$ cat src/rtl/pwmq_pkg.sv
package pwmq_pkg;

    typedef enum logic [1:0] {
        LVL_MID  = 2'd0,
        LVL_HIGH = 2'd1,
        LVL_LOW  = 2'd2
    } level_t;

    typedef struct packed {
        logic hs;
        logic ls;
        logic sd;
    } drive_req_t;

    localparam drive_req_t REQ_IDLE = '{hs: 1'b0, ls: 1'b0, sd: 1'b0};
    localparam drive_req_t REQ_HIGH = '{hs: 1'b1, ls: 1'b0, sd: 1'b0};
    localparam drive_req_t REQ_LOW  = '{hs: 1'b0, ls: 1'b1, sd: 1'b0};
    localparam drive_req_t REQ_OFF  = '{hs: 1'b0, ls: 1'b0, sd: 1'b1};

    // above/below comparator pair to level; 00 and 11 both mean the window
    function automatic level_t decode_level(input logic above, input logic below);
        level_t l;
        unique case ({above, below})
            2'b10:   l = LVL_HIGH;
            2'b01:   l = LVL_LOW;
            default: l = LVL_MID;
        endcase
        return l;
    endfunction

endpackage

$ cat src/rtl/pwmq_sync.sv
module pwmq_sync #(
    parameter int WIDTH  = 2,
    parameter int STAGES = 2
) (
    input  logic             clk,
    input  logic             rst,
    input  logic [WIDTH-1:0] d,
    output logic [WIDTH-1:0] q
);
    logic [WIDTH-1:0] stage [STAGES];

    generate
        for (genvar s = 0; s < STAGES; s++) begin : g_stage
            if (s == 0) begin : g_first
                always_ff @(posedge clk) begin
                    if (rst) stage[s] <= '0;
                    else     stage[s] <= d;
                end
            end else begin : g_next
                always_ff @(posedge clk) begin
                    if (rst) stage[s] <= '0;
                    else     stage[s] <= stage[s-1];
                end
            end
        end
    endgenerate

    assign q = stage[STAGES-1];
endmodule

$ cat src/rtl/pwmq_holdoff.sv
module pwmq_holdoff
    import pwmq_pkg::*;
#(
    parameter int HOLD_CYCLES = 24
) (
    input  logic   clk,
    input  logic   rst,
    input  level_t lvl,
    output logic   expired
);
    localparam int CW = $clog2(HOLD_CYCLES + 1);
    localparam logic [CW-1:0] LIMIT = CW'(HOLD_CYCLES);

    logic [CW-1:0] cnt;

    always_ff @(posedge clk) begin
        if (rst) begin
            cnt <= '0;
        end else if (lvl != LVL_MID) begin
            cnt <= '0;
        end else if (cnt != LIMIT) begin
            cnt <= cnt + 1'b1;
        end
    end

    assign expired = (lvl == LVL_MID) && (cnt == LIMIT);
endmodule

$ cat src/rtl/pwmq_outreg.sv
module pwmq_outreg
    import pwmq_pkg::*;
(
    input  logic       clk,
    input  logic       rst,
    input  level_t     lvl,
    input  logic       expired,
    output drive_req_t req
);
    drive_req_t nxt;

    always_comb begin
        nxt = req;
        unique case (lvl)
            LVL_HIGH: nxt = REQ_HIGH;
            LVL_LOW:  nxt = REQ_LOW;
            default:  if (expired) nxt = REQ_OFF;
        endcase
    end

    always_ff @(posedge clk) begin
        if (rst) req <= REQ_IDLE;
        else     req <= nxt;
    end
endmodule

$ cat src/rtl/pwm_tristate_qualifier.sv
module pwm_tristate_qualifier
    import pwmq_pkg::*;
#(
    parameter int HOLD_CYCLES = 24,
    parameter int SYNC_STAGES = 2
) (
    input  logic clk,
    input  logic rst,
    input  logic cmp_above,
    input  logic cmp_below,
    output logic hs_req,
    output logic ls_req,
    output logic shutdown
);
    logic [1:0] cmp_sync;
    level_t     lvl;
    logic       hold_done;
    drive_req_t req;

    pwmq_sync #(.WIDTH(2), .STAGES(SYNC_STAGES)) u_sync (
        .clk (clk),
        .rst (rst),
        .d   ({cmp_above, cmp_below}),
        .q   (cmp_sync)
    );

    assign lvl = decode_level(cmp_sync[1], cmp_sync[0]);

    pwmq_holdoff #(.HOLD_CYCLES(HOLD_CYCLES)) u_hold (
        .clk     (clk),
        .rst     (rst),
        .lvl     (lvl),
        .expired (hold_done)
    );

    pwmq_outreg u_out (
        .clk     (clk),
        .rst     (rst),
        .lvl     (lvl),
        .expired (hold_done),
        .req     (req)
    );

    assign hs_req   = req.hs;
    assign ls_req   = req.ls;
    assign shutdown = req.sd;
endmodule

$ cat config.mk
export PLATFORM = sky130hd
export DESIGN_NAME = pwm_tristate_qualifier
export DESIGN_NICKNAME = d
export VERILOG_FILES = /design/src/rtl/pwmq_pkg.sv /design/src/rtl/pwmq_sync.sv /design/src/rtl/pwmq_holdoff.sv /design/src/rtl/pwmq_outreg.sv /design/src/rtl/pwm_tristate_qualifier.sv
export SDC_FILE = /design/constraint.sdc
export NUM_CORES = 1
export LEC_CHECK = 0
export CAP_MARGIN = 25
export CORE_AREA = 2 2 39 41
export CTS_CLUSTER_SIZE = 28
export DETAILED_ROUTE_END_ITERATION = 8
export DIE_AREA = 0 0 41 43
export GPL_ROUTABILITY_DRIVEN = 0
export RECOVER_POWER = 50
export SYNTH_ARGS = -nofsm -noshare
export SYNTH_HDL_FRONTEND = slang
export SYNTH_SLANG_ARGS = --single-unit
$ cat constraint.sdc
create_clock -name clk -period 1.3 [get_ports clk]
set_input_delay 0.26 -clock clk [delete_from_list [all_inputs] [get_ports clk]]
set_output_delay 0.26 -clock clk [all_outputs]
set_load 0.02 [all_outputs]
Word level (Yosys, flattened, before mapping)
Memories as Yosys holds them, arrays and structs flattened.
Cells that the tools add are included.

storage, ports and cells
  register bits = 8
  memory bits (writable) = 4
  bits of input ports = 4
  logic and storage cells = 27
  memories kept = 1

operators by class
  add/sub/neg operators = 1
  equality and inequality tests = 6
  muxes and demuxes = 8
  bitwise operators = 2
  reductions and logical operators = 5

memory list
  memory        depth  width  rd ports  clocked after memory_dff  wr ports  RTL line         RTL
  u_sync.stage  2      2      2         0                         2         pwmq_sync.sv:10  logic [WIDTH-1:0] stage [STAGES];

operators with widths
  operator             count
  $pmux 3 s2           1
  $add 5x1->5 const B  1
  $eq 5x5->1 const B   1
  $ne 5x5->1 const B   1
  $eq 2x1->1 const B   2
  $eq 2x2->1 const B   2
  $mux 2               2
  $pmux 2 s2           1
  $mux 1               3
  $mux 3               1
  $reduce_bool 3->1    1
  $logic_not 2->1      1
  $or 1x1->1           2
  $reduce_bool 2->1    1
  $reduce_or 2->1      1
  $logic_and 1x1->1    1

Longest topological paths before layout
  depth after elaboration = 6
  depth in mapped cells = 6
  mapped depth without buffers = 5

Hierarchy
Synthesis repeated with hierarchy kept, for this count alone.

second synthesis, totals
  cell total of the unflattened synthesis = 57
  area total of the unflattened synthesis = 611.8 sq um

modules (own cells, without submodules)
  module                  instances  cells each  area each (sq um)  sequential area each (sq um)
  pwmq_holdoff            1          31          341.6              100.1
  pwmq_outreg             1          16          150.1              60.1
  pwmq_sync               1          8           105.1              80.1
  pwm_tristate_qualifier  1          2           15.0               0.0

Worst setup path after synthesis
OpenSTA, ideal clock, no wires.

  kind = register to register
  start point = reg u_hold.cnt[0]
  end point = reg, netlist name u_out.req[0]
  library setup time = 0.125 ns
  arrival time = 1.140 ns
  data required time = 1.175 ns
  slack = 0.034 ns
  cell stages (with the launch flop) = 7
  path buffers = 1
  clock period less this slack = 1.266 ns
  path through = dfxtp_1 > inv_1 > ha_1 > and4b_1 > buf_6 > o31ai_1 > a21oi_1

on the way
  longest elaborated chain between the ends = 3

RTL lines
  what                         RTL line            RTL
  start, declared              pwmq_holdoff.sv:14  logic [CW-1:0] cnt;
  start signal, assigned       pwmq_holdoff.sv:22  cnt <= cnt + 1'b1;
  $eq 5x5->1                   pwmq_holdoff.sv:26  assign expired = (lvl == LVL_MID) && (cnt == LIMIT);
  $logic_and 1x1->1            pwmq_holdoff.sv:26
  $reduce_bool 3->1 (no line)  --

No other way between the ends.
A chain may end at the register's enable or synchronous reset.

Worst setup path after layout
  start point = reg u_hold.cnt[0]
  end point = reg, netlist name u_out.req[0]

on the way
  longest elaborated chain between the ends = 3

RTL lines
  what                         RTL line
  $eq 5x5->1                   pwmq_holdoff.sv:26
  $logic_and 1x1->1            pwmq_holdoff.sv:26
  $reduce_bool 3->1 (no line)  --

No other way between the ends.

==> flow_summary.html <==
<table>
<tr><th>Metric</th><th>Value</th></tr>
<tr><th colspan="2">Outcome</th></tr>
<tr><td>Result of the run</td><td>finished clean</td></tr>
<tr><th colspan="2">Critical path</th></tr>
<tr><td>Critical register-to-register path startpoint</td><td>u_hold.cnt[0]$_SDFFE_PP0P_</td></tr>
<tr><td>Flop-to-flop setup slack</td><td>0.05 ns</td></tr>
<tr><td>Critical path launch point type</td><td>register</td></tr>
<tr><td>Cell breakdown of the critical path</td><td>inv_2 -&gt; ha_2 -&gt; and4b_2 -&gt; o31ai_2 -&gt; a21oi_1</td></tr>
<tr><td>Signal arrival time at the worst endpoint</td><td>1.42 ns</td></tr>
<tr><td>Number of cells on the critical path</td><td>5</td></tr>
<tr><td>Peak fanout along the critical path</td><td>6</td></tr>
<tr><td>Worst-case reg-to-reg path depth</td><td>5</td></tr>
<tr><td>Data required time at the worst endpoint</td><td>1.46 ns</td></tr>
<tr><td>Worst-path cell with the longest stage delay</td><td>sky130_fd_sc_hd__dfxtp_2</td></tr>
<tr><td>Buffers and inverters on the worst path</td><td>1</td></tr>
<tr><td>Critical path start-end classification</td><td>reg -&gt; reg</td></tr>
<tr><td>Reg2Reg Capture Point</td><td>u_out.req[0]$_SDFFE_PP0P_</td></tr>
<tr><td>Type of element capturing the critical path</td><td>register</td></tr>
<tr><td>Source of the critical timing path</td><td>u_hold.cnt[0]$_SDFFE_PP0P_</td></tr>
<tr><td>Crit path largest cell delay</td><td>0.35 ns</td></tr>
<tr><td>Family of cells with the greatest summed delay on the critical path</td><td>flip-flops</td></tr>
<tr><th colspan="2">Floorplanning</th></tr>
<tr><td>Die area</td><td>1760 um^2</td></tr>
<tr><td>Die height</td><td>43 um</td></tr>
<tr><td>Ports</td><td>7</td></tr>
<tr><td>Initial cell density of the core</td><td>35.1%</td></tr>
<tr><td>X dimension of the die</td><td>41 um</td></tr>
<tr><td>Core region area</td><td>1380 um^2</td></tr>
<tr><td>Placement Rows</td><td>14</td></tr>
<tr><th colspan="2">GRT</th></tr>
<tr><td>Total overflow reported by the global router</td><td>0</td></tr>
<tr><td>Wire length of the first global-routing pass</td><td>1270 um</td></tr>
<tr><td>GRT Util Overall</td><td>11.3%</td></tr>
<tr><td>Vias in the first global route</td><td>337</td></tr>
<tr><td>Number of antenna violations at the first check in global routing</td><td>0</td></tr>
<tr><td>Maximum number of pins on one net before global-route repair</td><td>8</td></tr>
<tr><th colspan="2">Timing</th></tr>
<tr><td>Fin crit share</td><td>96.5%</td></tr>
<tr><td>Maximum clock frequency</td><td>797 MHz</td></tr>
<tr><td>Number of setup violations in the final report</td><td>0</td></tr>
<tr><td>Number of hold violations in the final report</td><td>0</td></tr>
<tr><td>Relative slew slack</td><td>86.5%</td></tr>
<tr><td>Measured slew at the worst slew-check pin</td><td>0.201 ns</td></tr>
<tr><td>Final worst path period need</td><td>1.25 ns</td></tr>
<tr><td>Final Max Slew Viols</td><td>0</td></tr>
<tr><td>Smallest setup slack after layout</td><td>0.0459 ns</td></tr>
<tr><td>Clk_skew</td><td>0.00297 ns</td></tr>
<tr><td>Worst hold slack across all endpoints</td><td>0.438 ns</td></tr>
<tr><th colspan="2">Power</th></tr>
<tr><td>Combinational power share</td><td>12.0%</td></tr>
<tr><td>Internal Power</td><td>606 uW</td></tr>
<tr><td>Cell area power density</td><td>1250 nW/um^2</td></tr>
<tr><td>Static leakage</td><td>0.258 nW</td></tr>
<tr><td>Total design power</td><td>781 uW</td></tr>
<tr><td>Switching portion of total power</td><td>22.4%</td></tr>
<tr><td>Switching Power</td><td>175 uW</td></tr>
<tr><td>Worst ir drop on vdd</td><td>667 uV</td></tr>
<tr><td>Portion of total power attributed to the clock network</td><td>37.3%</td></tr>
<tr><td>Proportion of power drawn by flip-flops and latches</td><td>50.7%</td></tr>
<tr><th colspan="2">Final layout</th></tr>
<tr><td>Area Growth Syn to Fin</td><td>29.1%</td></tr>
<tr><td>Share of the core filled with cells</td><td>45.3%</td></tr>
<tr><td># nets final</td><td>70</td></tr>
<tr><td>Layout cell share with drive strength beyond 1</td><td>21.3%</td></tr>
<tr><td>Final antenna diode count</td><td>0</td></tr>
<tr><th colspan="2">Routing</th></tr>
<tr><td>Via/cell ratio</td><td>4.64</td></tr>
<tr><td>Routed Antenna Nets</td><td>0</td></tr>
<tr><td>Count of unresolved DRC violations after routing</td><td>0</td></tr>
<tr><td>Routed vias</td><td>357</td></tr>
<tr><td>Sum of routed wire length over all layers</td><td>744 um</td></tr>
<tr><td>Number of violations reported at the end of detailed-routing iteration 0</td><td>5</td></tr>
<tr><td>Routed length per placed instance</td><td>9.66 um</td></tr>
<tr><td>1st-pass router iterations</td><td>4</td></tr>
<tr><th colspan="2">CTS</th></tr>
<tr><td>Maximum clock path buffer count</td><td>2</td></tr>
<tr><td>CTS tree</td><td>yes</td></tr>
<tr><td>Count of hold buffers inserted by post-cts repair</td><td>0</td></tr>
<tr><td>Total number of clock tree sinks</td><td>12</td></tr>
<tr><td>Inserted Clock Buffers</td><td>3</td></tr>
<tr><td>Root buffer cell</td><td>sky130_fd_sc_hd__clkbuf_4</td></tr>
<tr><td>Maximum level of the CTS H-tree</td><td>1</td></tr>
<tr><td>Clock latency at the later pin of the worst-skew pair</td><td>0.27 ns</td></tr>
<tr><td>Clk pin slew, worst setup/hold paths</td><td>0.07 ns</td></tr>
<tr><th colspan="2">Synthesis</th></tr>
<tr><td>Yosys warning count</td><td>0</td></tr>
<tr><td>Top-area cell type share of the netlist area</td><td>49.5%</td></tr>
<tr><td>Most used flip-flop cell after synthesis</td><td>sky130_fd_sc_hd__dfxtp_1</td></tr>
<tr><td>Netlist area before placement</td><td>485 um^2</td></tr>
<tr><td>Number of library cell types mapped by synthesis</td><td>16</td></tr>
<tr><td>Number of enable-type register cells in the synthesized netlist</td><td>0</td></tr>
<tr><td>FF+latch count, synth</td><td>12</td></tr>
<tr><td>Mapped Nets</td><td>56</td></tr>
<tr><td>Most area-hungry cell type in the Yosys netlist</td><td>sky130_fd_sc_hd__dfxtp_1</td></tr>
<tr><td>Mean post-synth cell area</td><td>10.1 um^2</td></tr>
<tr><td>Post-synthesis instance total</td><td>48</td></tr>
<tr><td>Leading cell type by number of instances after synthesis</td><td>sky130_fd_sc_hd__dfxtp_1</td></tr>
<tr><td>Portion of the post-synthesis area used by sequential elements</td><td>49.5%</td></tr>
<tr><td>Synth async-reset ratio</td><td>0%</td></tr>
<tr><td>Top cells by area in the synthesized netlist</td><td>sky130_fd_sc_hd__dfxtp_1, sky130_fd_sc_hd__ha_1, sky130_fd_sc_hd__nor2b_1</td></tr>
<tr><td>Most used standard cells in the synthesized netlist</td><td>sky130_fd_sc_hd__dfxtp_1, sky130_fd_sc_hd__inv_1, sky130_fd_sc_hd__ha_1, sky130_fd_sc_hd__nor2_1, sky130_fd_sc_hd__nor2b_1</td></tr>
<tr><th colspan="2">Placement</th></tr>
<tr><td>Worst slack at placement</td><td>-0.0157 ns</td></tr>
<tr><td>Final HPWL DP</td><td>533 um</td></tr>
<tr><td>Port-buffer cells</td><td>6</td></tr>
<tr><th colspan="2">Hold path</th></tr>
<tr><td>Type of the tightest min-delay check</td><td>reg -&gt; reg</td></tr>
<tr><td>Hold path depth</td><td>1</td></tr>
<tr><td>Hold path startpoint</td><td>u_sync.stage[0][0]$_SDFF_PP0_</td></tr>
<tr><td>Worst min-delay path endpoint</td><td>u_sync.stage[1][0]$_SDFF_PP0_</td></tr>
<tr><th colspan="2">Flow run</th></tr>
<tr><td>Max-capacitance violation count</td><td>0</td></tr>
</table>
-- how the worst max path moves through the flow --
stage          slack [ns]                        end
2_1_floorplan        0.03  u_out.req[0]$_SDFFE_PP0P_
3_3_place_gp         0.03  u_out.req[0]$_SDFFE_PP0P_
3_5_place_dp        -0.02  u_out.req[0]$_SDFFE_PP0P_
4_1_cts              0.01  u_out.req[0]$_SDFFE_PP0P_
5_1_grt             -0.01  u_out.req[0]$_SDFFE_PP0P_
6_report             0.05  u_out.req[0]$_SDFFE_PP0P_
-- cells in the final DEF (no fill, tap or decap) --
| master | Yosys | routed |
|---|---|---|
| sky130_fd_sc_hd__dfxtp_2 | 0 | 1 |
| sky130_fd_sc_hd__inv_1 | 6 | 5 |
| sky130_fd_sc_hd__a21oi_1 | 3 | 3 |
| sky130_fd_sc_hd__nand3_1 | 3 | 3 |
| sky130_fd_sc_hd__dfxtp_1 | 12 | 11 |
| sky130_fd_sc_hd__nor2_1 | 4 | 4 |
| sky130_fd_sc_hd__ha_1 | 4 | 3 |
| sky130_fd_sc_hd__buf_4 | 0 | 4 |
| sky130_fd_sc_hd__and4b_2 | 0 | 1 |
| sky130_fd_sc_hd__clkdlybuf4s50_1 | 0 | 2 |
| sky130_fd_sc_hd__nand2b_1 | 1 | 1 |
| sky130_fd_sc_hd__xor2_1 | 2 | 2 |
| sky130_fd_sc_hd__inv_2 | 0 | 1 |
| sky130_fd_sc_hd__dlygate4sd2_1 | 0 | 3 |
| sky130_fd_sc_hd__ha_2 | 0 | 1 |
| sky130_fd_sc_hd__o31ai_2 | 0 | 1 |
| sky130_fd_sc_hd__clkbuf_4 | 0 | 3 |
| sky130_fd_sc_hd__clkbuf_8 | 0 | 1 |
| sky130_fd_sc_hd__xnor2_1 | 2 | 2 |
| sky130_fd_sc_hd__nor3_1 | 1 | 1 |
| sky130_fd_sc_hd__dlygate4sd3_1 | 0 | 1 |
| sky130_fd_sc_hd__mux2i_1 | 1 | 1 |
| sky130_fd_sc_hd__a311oi_1 | 2 | 2 |
| sky130_fd_sc_hd__nor2b_1 | 4 | 4 |
-- power groups by stage --
stage                     clock (mW)  sequential [mW]  combinational, mW
after detailed placement           0            0.404             0.0858
after floorplan                    0            0.411             0.0413
final                          0.292            0.396             0.0934
after global routing           0.314            0.398              0.106
after CTS                      0.306            0.395             0.0859
after global placement             0            0.403             0.0859
-- logic make-up (layout without fill, tap and decap cells) --
group,after synthesis,count (layout),synth area share (%)
AO/OA/AOI/OAI,6,6,8.25
flip-flops,12,12,49.5
AND/OR/NAND/NOR,14,14,15.7
buffers and inverters,7,20,6.96
XOR/XNOR,4,4,7.22
adder cells (fa/ha/maj),4,4,10.3
multiplexers,1,1,2.06
-- cell type report --
class,count,area [um^2]
well taps,16,20.0
inverters,6,22.5
repair buffers,10,86.3
multi-input cells,29,220
flip-flops and latches,12,241
fillers,129,757
clock buffers,4,36.3
-- what timing repair did --
action | CTS | global route
gates resized for setup | 5 | 3
hold endpoints to repair | 0 | 0
endpoints found under the setup margin | 4 | 5
buffers inserted | 0 | 2
pin swaps | 0 | 2
-- routing by layer --
metal	wire (um)	part of all wire (%)	vias to the layer above	track usage [%]
met3	32	4.3	2	3.14
met4	12	1.6	0	12.0
met1	334	45	164	13.0
li1	-	-	184	-
met5	0	0	-	0
met2	365	49	7	15.0
-- state kept, by name, summed over array words and instances, names as in the netlist --
name,flops
u_sync.stage,4
u_hold.cnt,5
u_out.req,3
-- per-stage QoR --
stage	TNS (ns)	std cells	area, um^2
2_1_floorplan	0	48	485
3_3_place_gp	0	71	569
3_5_place_dp	-0.0157	71	569
4_1_cts	0	75	608
5_1_grt	-0.00981	77	627
6_report	0	77	627
(Power assumes the default switching activity.)
